## config.mk

```make
export PLATFORM = sky130hd
export DESIGN_NAME = pba_top
export DESIGN_NICKNAME = d
export VERILOG_FILES = /design/src/rtl/pba_pkg.sv /design/src/rtl/pba_fifo.sv /design/src/rtl/pba_pool.sv /design/src/rtl/pba_top.sv
export SDC_FILE = /design/constraint.sdc
export NUM_CORES = 1
export LEC_CHECK = 0
export ABC_AREA = 1
export BUFFER_PORTS_ARGS = -buffer_cell sky130_fd_sc_hd__clkbuf_2
export CAP_MARGIN = 10
export CELL_PAD_IN_SITES_DETAIL_PLACEMENT = 1
export CELL_PAD_IN_SITES_GLOBAL_PLACEMENT = 2
export CORE_UTILIZATION = 35
export CTS_BUF_LIST = sky130_fd_sc_hd__clkbuf_8 sky130_fd_sc_hd__clkbuf_16
export CTS_CLUSTER_DIAMETER = 60
export CTS_CLUSTER_SIZE = 16
export DETAILED_ROUTE_END_ITERATION = 8
export PLACE_DENSITY = 0.83
export SLEW_MARGIN = 20
export SYNTH_ARGS = -nofsm -noshare
export SYNTH_HDL_FRONTEND = slang
export SYNTH_SLANG_ARGS = --single-unit
```

## constraint.sdc

```tcl
create_clock -name clk -period 4.9 [get_ports clk]
set_input_delay 0.98 -clock clk [delete_from_list [all_inputs] [get_ports clk]]
set_output_delay 0.98 -clock clk [all_outputs]
set_load 0.01 [all_outputs]
```

## src/rtl/pba_pkg.sv

```systemverilog
package pba_pkg;
    localparam int PNUM_W = 6;
    typedef logic [PNUM_W-1:0] pnum_t;

    typedef enum logic [2:0] {
        CMD_NOP      = 3'd0,
        CMD_ALLOC    = 3'd1,
        CMD_RESET    = 3'd2,
        CMD_RX_DROP  = 3'd3,
        CMD_RX_FREE  = 3'd4,
        CMD_RELEASE  = 3'd5,
        CMD_ENQUEUE  = 3'd6,
        CMD_TX_FLUSH = 3'd7
    } cmd_t;

    typedef struct packed {
        cmd_t       code;
        logic [4:0] arg;
        pnum_t      num;
    } pend_t;

    localparam logic [15:0] RESULT_NONE = 16'h80C0;

    function automatic logic [15:0] result_ok(input pnum_t n);
        return {8'h00, 2'b00, n};
    endfunction
endpackage

```

## src/rtl/pba_fifo.sv

```systemverilog
module pba_fifo
    import pba_pkg::*;
#(
    parameter int DEPTH = 8
) (
    input  logic  clk,
    input  logic  rst,
    input  logic  clear,
    input  logic  push,
    input  pnum_t push_num,
    input  logic  pop,
    output pnum_t head,
    output logic  empty
);
    localparam int IW = (DEPTH > 1) ? $clog2(DEPTH) : 1;
    localparam int CW = $clog2(DEPTH + 1);

    pnum_t          mem [DEPTH];
    logic [IW-1:0]  wr_q, rd_q;
    logic [CW-1:0]  cnt_q;
    logic           push_ok, pop_ok;

    function automatic logic [IW-1:0] step(input logic [IW-1:0] p);
        return (int'(p) == DEPTH - 1) ? '0 : p + 1'b1;
    endfunction

    assign push_ok = push && (int'(cnt_q) != DEPTH);
    assign pop_ok  = pop && (cnt_q != '0);
    assign empty   = (cnt_q == '0);
    assign head    = empty ? '0 : mem[rd_q];

    always_ff @(posedge clk) begin
        if (rst || clear) begin
            wr_q  <= '0;
            rd_q  <= '0;
            cnt_q <= '0;
        end else begin
            if (push_ok) begin
                mem[wr_q] <= push_num;
                wr_q      <= step(wr_q);
            end
            if (pop_ok)
                rd_q <= step(rd_q);
            if (push_ok && !pop_ok)
                cnt_q <= cnt_q + 1'b1;
            else if (pop_ok && !push_ok)
                cnt_q <= cnt_q - 1'b1;
        end
    end

    p_count_step_r6: assert property (@(posedge clk) disable iff (rst)
        (push_ok && !pop_ok && !clear) |=> (cnt_q == $past(cnt_q) + 1'b1))
        else $error("queue count did not grow on push");
endmodule

```

## src/rtl/pba_pool.sv

```systemverilog
module pba_pool
    import pba_pkg::*;
#(
    parameter int NUM_PKTS    = 8,
    parameter int TOTAL_PAGES = 16,
    parameter int PG_W        = 5
) (
    input  logic            clk,
    input  logic            rst,
    input  logic            clear,
    input  logic            alloc_en,
    input  logic [PG_W-1:0] alloc_pages,
    input  logic            rel_en,
    input  pnum_t           rel_num,
    output logic            fit,
    output pnum_t           grant
);
    localparam int IW = (NUM_PKTS > 1) ? $clog2(NUM_PKTS) : 1;

    logic [NUM_PKTS-1:0] used_q;
    logic [PG_W-1:0]     pages_q [NUM_PKTS];
    logic [PG_W-1:0]     free_q;
    logic                any_free, take, rel_ok;
    logic [IW-1:0]       gi, ri;

    always_comb begin
        any_free = 1'b0;
        grant    = '0;
        for (int i = NUM_PKTS - 1; i >= 0; i--) begin
            if (!used_q[i]) begin
                any_free = 1'b1;
                grant    = pnum_t'(i);
            end
        end
    end

    assign gi     = grant[IW-1:0];
    assign ri     = rel_num[IW-1:0];
    assign fit    = any_free && (free_q >= alloc_pages);
    assign take   = alloc_en && fit;
    assign rel_ok = rel_en && (int'(rel_num) < NUM_PKTS) && used_q[ri];

    always_ff @(posedge clk) begin
        if (rst || clear) begin
            used_q <= '0;
            free_q <= PG_W'(TOTAL_PAGES);
            for (int i = 0; i < NUM_PKTS; i++)
                pages_q[i] <= '0;
        end else begin
            if (rel_ok) begin
                used_q[ri]  <= 1'b0;
                pages_q[ri] <= '0;
            end
            if (take) begin
                used_q[gi]  <= 1'b1;
                pages_q[gi] <= alloc_pages;
            end
            free_q <= free_q - (take ? alloc_pages : '0)
                             + (rel_ok ? pages_q[ri] : '0);
        end
    end

    int held_sum;
    always_comb begin
        held_sum = 0;
        for (int i = 0; i < NUM_PKTS; i++)
            held_sum += int'(pages_q[i]);
    end

    always_ff @(posedge clk) begin
        if (!rst)
            p_page_sum_r5: assert (held_sum + int'(free_q) == TOTAL_PAGES)
                else $error("page accounting broken");
    end

    p_grant_free_r3: assert property (@(posedge clk) disable iff (rst)
        (take && !clear) |=> used_q[$past(gi)])
        else $error("granted buffer not marked used");
endmodule

```

## src/rtl/pba_top.sv

```systemverilog
module pba_top
    import pba_pkg::*;
#(
    parameter int NUM_PKTS    = 8,
    parameter int TOTAL_PAGES = 16,
    parameter int SIZE_W      = 3
) (
    input  logic              clk,
    input  logic              rst,
    input  logic              cmd_wr,
    input  logic [7:0]        cmd_data,
    input  logic [5:0]        pnr,
    input  logic              auto_release,
    input  logic              rx_store,
    input  logic [SIZE_W-1:0] rx_pages,
    input  logic              tx_done,
    input  logic              tx_ok,
    output logic              busy,
    output logic [15:0]       alloc_result,
    output logic              alloc_done,
    output logic [15:0]       fifo_ports,
    output logic [5:0]        tx_head,
    output logic              tx_empty,
    output logic              rx_dropped
);
    localparam int PG_W = $clog2(TOTAL_PAGES + 1);

    pend_t            pend_q;
    logic             pend_v_q;
    logic             wait_q;
    logic [PG_W-1:0]  wait_pages_q;
    logic [15:0]      result_q;
    logic             done_q, drop_q;

    logic             exec, stall, auto_free, retry, do_reset, do_flush;
    logic             pool_fit, pool_alloc, pool_rel;
    logic [PG_W-1:0]  pool_pages, cmd_pages;
    pnum_t            pool_grant, pool_rel_num;
    pnum_t            txq_head, txd_head, rxq_head;
    logic             txq_empty, txd_empty, rxq_empty;

    function automatic logic is_cmd(input logic ex, input pend_t p, input cmd_t c);
        return ex && (p.code == c);
    endfunction

    assign busy      = pend_v_q;
    assign cmd_pages = PG_W'(pend_q.arg[SIZE_W-1:0]) + 1'b1;
    assign auto_free = tx_done && !txq_empty && tx_ok && auto_release;
    assign stall     = ((pend_q.code == CMD_ALLOC) && rx_store) ||
                       (((pend_q.code == CMD_RX_FREE) || (pend_q.code == CMD_RELEASE)) && auto_free);
    assign exec      = pend_v_q && !stall;
    assign do_reset  = is_cmd(exec, pend_q, CMD_RESET);
    assign do_flush  = is_cmd(exec, pend_q, CMD_TX_FLUSH) || do_reset;
    assign retry     = wait_q && !rx_store && !is_cmd(exec, pend_q, CMD_ALLOC) && !do_reset;

    assign pool_alloc = rx_store || is_cmd(exec, pend_q, CMD_ALLOC) || retry;
    assign pool_pages = rx_store ? (PG_W'(rx_pages) + 1'b1) :
                        (is_cmd(exec, pend_q, CMD_ALLOC) ? cmd_pages : wait_pages_q);
    assign pool_rel   = auto_free || is_cmd(exec, pend_q, CMD_RELEASE) ||
                        (is_cmd(exec, pend_q, CMD_RX_FREE) && !rxq_empty);
    assign pool_rel_num = auto_free ? txq_head :
                          (is_cmd(exec, pend_q, CMD_RX_FREE) ? rxq_head : pend_q.num);

    pba_pool #(.NUM_PKTS(NUM_PKTS), .TOTAL_PAGES(TOTAL_PAGES), .PG_W(PG_W)) u_pool (
        .clk(clk), .rst(rst), .clear(do_reset),
        .alloc_en(pool_alloc), .alloc_pages(pool_pages),
        .rel_en(pool_rel), .rel_num(pool_rel_num),
        .fit(pool_fit), .grant(pool_grant)
    );

    pba_fifo #(.DEPTH(NUM_PKTS)) u_txq (
        .clk(clk), .rst(rst), .clear(do_flush),
        .push(is_cmd(exec, pend_q, CMD_ENQUEUE)), .push_num(pend_q.num),
        .pop(tx_done), .head(txq_head), .empty(txq_empty)
    );

    pba_fifo #(.DEPTH(NUM_PKTS)) u_txdone (
        .clk(clk), .rst(rst), .clear(do_flush),
        .push(tx_done && !txq_empty && !(tx_ok && auto_release)), .push_num(txq_head),
        .pop(is_cmd(exec, pend_q, CMD_RELEASE) && !txd_empty && (txd_head == pend_q.num)),
        .head(txd_head), .empty(txd_empty)
    );

    pba_fifo #(.DEPTH(NUM_PKTS)) u_rxq (
        .clk(clk), .rst(rst), .clear(do_reset),
        .push(rx_store && pool_fit), .push_num(pool_grant),
        .pop(is_cmd(exec, pend_q, CMD_RX_DROP) || is_cmd(exec, pend_q, CMD_RX_FREE)),
        .head(rxq_head), .empty(rxq_empty)
    );

    always_ff @(posedge clk) begin
        if (rst) begin
            pend_v_q <= 1'b0;
            pend_q   <= '0;
        end else begin
            if (exec)
                pend_v_q <= 1'b0;
            if (cmd_wr && !pend_v_q) begin
                pend_v_q    <= 1'b1;
                pend_q.code <= cmd_t'(cmd_data[7:5]);
                pend_q.arg  <= cmd_data[4:0];
                pend_q.num  <= pnr;
            end
        end
    end

    always_ff @(posedge clk) begin
        if (rst || do_reset) begin
            result_q     <= RESULT_NONE;
            wait_q       <= 1'b0;
            wait_pages_q <= '0;
            done_q       <= 1'b0;
            drop_q       <= 1'b0;
        end else begin
            done_q <= 1'b0;
            drop_q <= rx_store && !pool_fit;
            if (is_cmd(exec, pend_q, CMD_ALLOC)) begin
                if (pool_fit) begin
                    result_q <= result_ok(pool_grant);
                    done_q   <= 1'b1;
                    wait_q   <= 1'b0;
                end else begin
                    result_q     <= RESULT_NONE;
                    wait_q       <= 1'b1;
                    wait_pages_q <= cmd_pages;
                end
            end else if (retry && pool_fit) begin
                result_q <= result_ok(pool_grant);
                done_q   <= 1'b1;
                wait_q   <= 1'b0;
            end
        end
    end

    assign alloc_result = result_q;
    assign alloc_done   = done_q;
    assign rx_dropped   = drop_q;
    assign tx_head      = txq_head;
    assign tx_empty     = txq_empty;
    assign fifo_ports   = {rxq_empty, 1'b0, rxq_head, txd_empty, 1'b0, txd_head};

    p_busy_on_write_r2: assert property (@(posedge clk) disable iff (rst)
        (cmd_wr && !busy) |=> busy)
        else $error("accepted command did not raise busy");

    p_stall_holds_r11: assert property (@(posedge clk) disable iff (rst)
        (busy && (pend_q.code == CMD_ALLOC) && rx_store) |=> busy)
        else $error("allocation ran alongside a receive store");

    p_done_means_ok_r4: assert property (@(posedge clk) disable iff (rst)
        alloc_done |-> (alloc_result[15:6] == '0))
        else $error("completion pulse with a failed result");
endmodule

```

# Word-level counts from Yosys, hierarchy flattened

Memories as Yosys holds them, arrays and structs flattened. A register that Yosys moved wholly into a read port is not among the register bits.
Cells that the tools add are included.

Add/subtract/negate cells: 16
Magnitude comparators: 6
Eq/ne operators: 17
Muxes and demuxes: 86
Bitwise logic cells: 4
Reductions and logical operators: 83

Operators by type and width:

| cell                                                       | number |
|---|---|
| 2-to-1 mux 3 bit                                           | 22 |
| 2-to-1 mux 16 bit                                          | 3 |
| logical AND 1 bit                                          | 43 |
| 2-to-1 mux 1 bit                                           | 38 |
| 2-to-1 mux 5 bit                                           | 6 |
| 2-to-1 mux 6 bit                                           | 5 |
| 2-to-1 mux 4 bit                                           | 6 |
| 2-to-1 mux 8 bit                                           | 3 |
| equality test 3 x 1 -> 1 bit, second input constant        | 7 |
| adder 3 x 1 -> 3 bit, second input constant                | 6 |
| zero test 1 bit                                            | 16 |
| adder 4 x 1 -> 4 bit, second input constant                | 3 |
| equality test 3 bit, second input constant                 | 4 |
| zero test 4 bit                                            | 3 |
| inequality test 4 bit, second input constant               | 3 |
| nonzero test 4 bit                                         | 3 |
| subtractor 4 x 1 -> 4 bit, second input constant           | 3 |
| logical OR 1 bit                                           | 10 |
| nonzero test 2 bit                                         | 5 |
| OR reduction 5 bit                                         | 2 |
| adder 3 x 1 -> 4 bit, second input constant                | 2 |
| AND 8 bit                                                  | 1 |
| less-than comparator 3 x 4 -> 1 bit, second input constant | 2 |
| inverter 8 bit                                             | 1 |
| other kinds (12)                                           | 15 |

Bits in registers: 80
RAM bits: 160
Logic and storage cells: 236
Memories: 4

Memories:

| memory         | depth | width | read ports | clocked after Yosys merged registers in | wr ports | line           | text |
|---|---|---|---|---|---|---|---|
| u_txdone.mem   | 8     | 6     | 1          | 1                                       | 1        | pba_fifo.sv:18 | `pnum_t mem [DEPTH];` |
| u_txq.mem      | 8     | 6     | 1          | 1                                       | 1        | pba_fifo.sv:18 |  |
| u_pool.pages_q | 8     | 5     | 1          | 0                                       | 8        | pba_pool.sv:21 | `logic [PG_W-1:0] pages_q [NUM_PKTS];` |
| u_rxq.mem      | 8     | 3     | 1          | 1                                       | 1        | pba_fifo.sv:18 |  |

# Logic depth before layout (Yosys ltp)

Word-level depth: 22
Depth in mapped cells: 31
Gate-level depth less buffers: 30

# Cells and area by module

A second synthesis with hierarchy kept.

Cell total of the unflattened synthesis: 1479
Area total of the unflattened synthesis: 13023.7 um^2

Modules (own cells, without submodules):

| module   | instances | cells an instance | area an instance (um^2) | seq. area each (um^2) |
|---|---|---|---|---|
| pba_fifo | 3         | 296               | 2775.2                  | 1701.6 |
| pba_pool | 1         | 347               | 3052.9                  | 1461.4 |
| pba_top  | 1         | 244               | 1645.3                  | 540.5 |

# Least setup slack after synthesis

Ideal clock, no wire load.

Kind: input to register
From: input auto_release
To: register u_pool.free_q[4]
Setup time: 0.130 ns
Arrival time: 4.641 ns
Required time: 4.770 ns
Setup slack: 0.129 ns
Stages: 26
Buffers on the path: 1
Cell sequence: nand2_1 -> inv_1 -> nand4_1 -> nand2_2 -> or2_1 -> buf_4 -> a21oi_1 -> o21ai_0 -> o21ai_0 -> clkinv_1 -> ha_1 -> o21ai_0 -> nand2_1 -> a21oi_1 -> o21ai_0 -> o21ai_0 -> a21oi_4 -> nand2_1 -> inv_1 -> fa_1 -> fa_1 -> nor2_1 -> o21ai_0 -> nand2_1 -> xor2_1 -> nand2_1

Word-level cells in the longest chain between the ends: 14
Elaborated cells between the ends (all ways): 36
Those cells by class: 2 x add/sub; 2 x order compare; 8 x mux; 23 x reduce/logical; 1 x memory

RTL lines:

| what                                                                          | line                          | text |
|---|---|---|
| start: declaration                                                            | pba_top.sv:13                 | `input logic auto_release,` |
| logical AND 1 bit *                                                           | pba_top.sv:48                 | `assign auto_free = tx_done && !txq_empty && tx_ok && auto_release;` |
| logical AND 1 bit                                                             | pba_top.sv:50                 | `(((pend_q.code == CMD_RX_FREE) \|\| (pend_q.code == CMD_RELEASE)) && auto_free);` |
| logical OR 1 bit                                                              | pba_top.sv:49                 | `assign stall = ((pend_q.code == CMD_ALLOC) && rx_store) \|\|` |
| zero test 1 bit                                                               | pba_top.sv:51                 | `assign exec = pend_v_q && !stall;` |
| logical AND 1 bit                                                             | pba_top.sv:51                 |  |
| logical AND 1 bit                                                             | pba_top.sv:43                 | `return ex && (p.code == c);` |
| 2-to-1 mux 5 bit / zero test 1 bit (equally long branches)                    | pba_top.sv:58, pba_top.sv:54  |  |
| 2-to-1 mux 5 bit / logical AND 1 bit (equally long branches)                  | pba_top.sv:57, pba_top.sv:54  |  |
| greater-or-equal comparator 5 bit / logical AND 1 bit (equally long branches) | pba_pool.sv:39, pba_top.sv:54 |  |
| logical AND 1 bit / logical OR 1 bit (equally long branches)                  | pba_pool.sv:39, pba_top.sv:56 |  |
| logical AND 1 bit                                                             | pba_pool.sv:40                | `assign take = alloc_en && fit;` |
| 2-to-1 mux 5 bit                                                              | pba_pool.sv:58                | `free_q <= free_q - (take ? alloc_pages : '0)` |
| subtractor 5 bit                                                              | pba_pool.sv:58                |  |
| adder 5 bit                                                                   | pba_pool.sv:59                | `+ (rel_ok ? pages_q[ri] : '0);` |
| end signal: assignment                                                        | pba_pool.sv:46                | `free_q <= PG_W'(TOTAL_PAGES);` |
| end signal: assignment                                                        | pba_pool.sv:58                |  |
| end: declaration                                                              | pba_pool.sv:22                | `logic [PG_W-1:0] free_q;` |

Every way passes the cells marked *; elsewhere a longest branch is shown, timed or not. The select of a mux whose other input is x is not followed.
A chain may end at the register's enable or synchronous reset.

# Worst setup path after layout

From: input auto_release
To: register u_pool.free_q[4]

Word-level cells in the longest chain between the ends: 14
Elaborated cells between the ends (all ways): 36
Those cells by class: 2 x add/sub; 2 x order compare; 8 x mux; 23 x reduce/logical; 1 x memory

RTL lines:

| what                              | line           | text |
|---|---|---|
| logical AND 1 bit *               | pba_top.sv:48  |  |
| logical AND 1 bit *               | pba_top.sv:50  |  |
| logical OR 1 bit *                | pba_top.sv:49  |  |
| zero test 1 bit *                 | pba_top.sv:51  |  |
| logical AND 1 bit *               | pba_top.sv:51  |  |
| logical AND 1 bit *               | pba_top.sv:43  |  |
| 2-to-1 mux 5 bit *                | pba_top.sv:58  | `(is_cmd(exec, pend_q, CMD_ALLOC) ? cmd_pages : wait_pages_q);` |
| 2-to-1 mux 5 bit *                | pba_top.sv:57  | `assign pool_pages = rx_store ? (PG_W'(rx_pages) + 1'b1) :` |
| named net pool_pages[0]           | pba_top.sv:37  | `logic [PG_W-1:0] pool_pages, cmd_pages;` |
| greater-or-equal comparator 5 bit | pba_pool.sv:39 | `assign fit = any_free && (free_q >= alloc_pages);` |
| logical AND 1 bit                 | pba_pool.sv:39 |  |
| logical AND 1 bit                 | pba_pool.sv:40 |  |
| 2-to-1 mux 5 bit *                | pba_pool.sv:58 |  |
| subtractor 5 bit *                | pba_pool.sv:58 |  |
| adder 5 bit *                     | pba_pool.sv:59 |  |

Mark *: on every way through the listed nets, which the timed path passes. The rest lies on a longest branch. The select of a mux whose other input is x is not followed.

==> impl_metrics.csv <==
group,metric,value,unit
cts,clockBufferDepth,3,
die,start_util,35.6,%
cts,cts_sinks,228,
finish,drive_gt1_share,13.1,%
sta,max_slew_margin,35.5,%
finish,seqCellArea,6090,um^2
routing,drt_iter0_markers,529,
die,pin_count,66,
sta,setup_viol_count_final,0,
setup_path,cp_data_required_time,5.30,ns
die,core,30600,um^2
cts,cts_inserted_buffers,24,
sta,tightest_slew,0.962,ns
synth,syn_area,10900,um^2
cts,cts_setup_buffers,0,
die,rows,64,
sta,finalCritPeriodShare,90.9,%
global_routing,grt_start_max_net_pins,25,
sta,grt_setup_unrepaired,"false",
flow_run,cap_violations,0,
cts,cts_hold_repair.buffers,0,
sta,final.setup_skew,0.0281,ns
routing,viasPerCell,4.83,
placed_design,hpwl,20.6,mm
finish,multi_input_area,4010,um^2
sta,worst_slack,0.448,ns
finish,nNetsFinal,1340,
synth,synth_edf_count,152,
die,die_h,178,um
synth,ys_seq_elements,228,
synth,ys_async_sr_fraction,0,%
routing,num_vias,8170,
cts,path_clk_slew,0.07,ns
routing,drc,0,
sta,fin_hold_ws,0.473,ns
sta,final-max-slew-violation-count,0,
pwr,power_density,498,nW/um^2
synth,yosysWarnings,0,
global_routing,antenna_found_initial,0,
setup_path,crit_path_frequent_cell,"nand2_1",
global_routing,grt.total_usage,18.0,%
pwr,ir_worst_vdd,283,uV
die,die_w,178,um
pwr,p_leak,5.20,nW
global_routing,grt_pass1_vias,8397,
outcome,status,"finished, final reports clean",
cts,h-tree-depth,1,
synth,syn_inst,1192,
setup_path,critPathCaptureType,"register",
cts,cts_tree,"built",
die,design.die.area,31800,um^2
synth,synth.distinct_cells,45,
cts,clk_latency,0.54,ns
placed_design,globalplace.congestion,0.813,
finish,fillers,3541,
setup_path,worstPathArrival,4.85,ns
routing,wl,27.7,mm
sta,hold_viol_final,0,
global_routing,grt_pass1_wl,44.6,mm
sta,min_period,4.45,ns
routing,routedWlPerCell,16.4,um
sta,setup_tns,0,ns
setup_path,crit_fanout,4,
finish,diodes,0,
synth,seq_area_frac_synth,56.0,%
setup_path,cp-start-kind,"input port",
sta,timing.fmax,225,MHz
cts,cts_root_buf,"clkbuf_16",
placed_design,post-place-ws,-0.370,ns
routing,postRouteAntennaNets,0,
synth,synth_area_per_cell,9.12,um^2
global_routing,grt_remaining_overflow,0,
routing,first_pass_iters,4,
setup_path,cpMaxStageDelayCell,"fa_1",
finish,syn_to_final_growth,15.7,%
cts,cts-resized-gates,0,
setup_path,criticalPathCategory,"input port to register",
placed_design,io_buffer_count,48,
synth,yosys_most_used_dff,"edfxtp_1",
setup_path,cp_slowest_stage_delay,0.47,ns
min_path,hp-class,"register to register",
synth_stat cells (5+ instances only):
master | n | area (um^2)
o21ai_0 | 91 | 455
nand2_2 | 10 | 62.6
inv_1 | 135 | 507
nand2_1 | 169 | 634
nand3_1 | 70 | 350
o211ai_1 | 24 | 180
a211oi_1 | 5 | 37.5
a21oi_1 | 41 | 205
xnor2_1 | 8 | 70.1
dfxtp_1 | 76 | 1520
buf_4 | 23 | 173
nor2_1 | 244 | 916
xor2_1 | 7 | 61.3
edfxtp_1 | 152 | 4560
fa_1 | 7 | 140
buf_2 | 11 | 55.1
inv_2 | 7 | 26.3
clkbuf_1 | 13 | 48.8
ha_1 | 32 | 400
nand4_1 | 6 | 37.5
nor3_1 | 13 | 65.1
o21ai_1 | 6 | 30.0
nor2_4 | 5 | 56.3
cell usage in the layout, fill, tap and decap left out, types with 13 or more instances in the layout:
cell type  netlist  layout
dfxtp_1         76      76
nor2_1         244     244
o211ai_1        24      24
nand2_1        169     169
a21oi_1         41      41
conb_1           1      15
buf_4           23      45
o21ai_0         91      89
inv_1          135     137
nor3_1          13      13
clkbuf_16        0      24
nand3_1         70      70
ha_1            32      32
clkbuf_2         0      48
edfxtp_1       152     152
worst max-delay path: cells and delay by family:
family	cells	cell delay (ns)
XOR/XNOR	1	0.15
adder cells (fa/ha/maj)	3	1.20
buffers and inverters	5	0.44
AND/OR/NAND/NOR	10	1.15
AO/OA/AOI/OAI	8	0.93
cell families after synthesis:
family	Yosys count	synth area share [%]
simple gates	529	20.4
fa+ha+maj	39	4.97
flops	228	56.0
mux	1	0.0920
buf+inv	194	7.68
other cells	1	0.0345
xor+xnor	15	1.21
compound gates	185	9.65
final timing paths:
kind / startpoint / to / slack [ns] / cells after the start
max: auto_release / u_pool.free_q[4] / 0.45 / 27
min: alloc_result[0] / alloc_result[0] / 0.47 / 2
max reg2reg: register / u_pool.free_q[4] / 0.54 / 21
min reg2reg: alloc_result[0] / alloc_result[0] / 0.47 / 2
stage by stage:
step / utilization, % / instance area, um^2 / power (mW) / cells
2_1_floorplan: - / 10900 / 3.72 / 1206
3_3_place_gp: 38.4 / 11700 / 4.35 / 1647
3_5_place_dp: 38.4 / 11700 / 4.41 / 1647
4_1_cts: 41.1 / 12600 / 6.34 / 1691
5_1_grt: 41.1 / 12600 / 6.65 / 1691
6_report: 41.1 / 12600 / 6.26 / 1691
registers in the layout (all words and copies together) (netlist names), 5 cells and up, named ones only:
signal          cells
u_txq.mem          48
u_pool.free_q       5
u_rxq.mem          24
u_pool.pages_q     32
pend_q             12
u_pool.used_q       8
u_txdone.mem       48
power breakdown:
| part | internal, mW | switching (mW) | leakage [nW] |
|---|---|---|---|
| clock network | 1.07 | 0.841 | 0.419 |
| registers | 2.30 | 0.140 | 2.04 |
| logic | 0.670 | 1.24 | 2.74 |
| total | 4.04 | 2.22 | 5.20 |
final cells by class:
class / instances / area share, %
multi-input combinational: 784 / 31.9
sequential: 228 / 48.4
inverter: 145 / 4.33
timing repair buffer: 94 / 4.75
clock buffer: 26 / 4.99
clock inverter: 18 / 1.73
tap: 396 / 3.94
layer usage:
layer | global-route usage [%] | routed length (um)
met3 | 2.22 | 859
met4 | 3.71 | 378
met1 | 24.8 | 13500
met2 | 30.3 | 13000
met5 | 0 | 0
No activity file was read; power rests on OpenSTA's default activity.
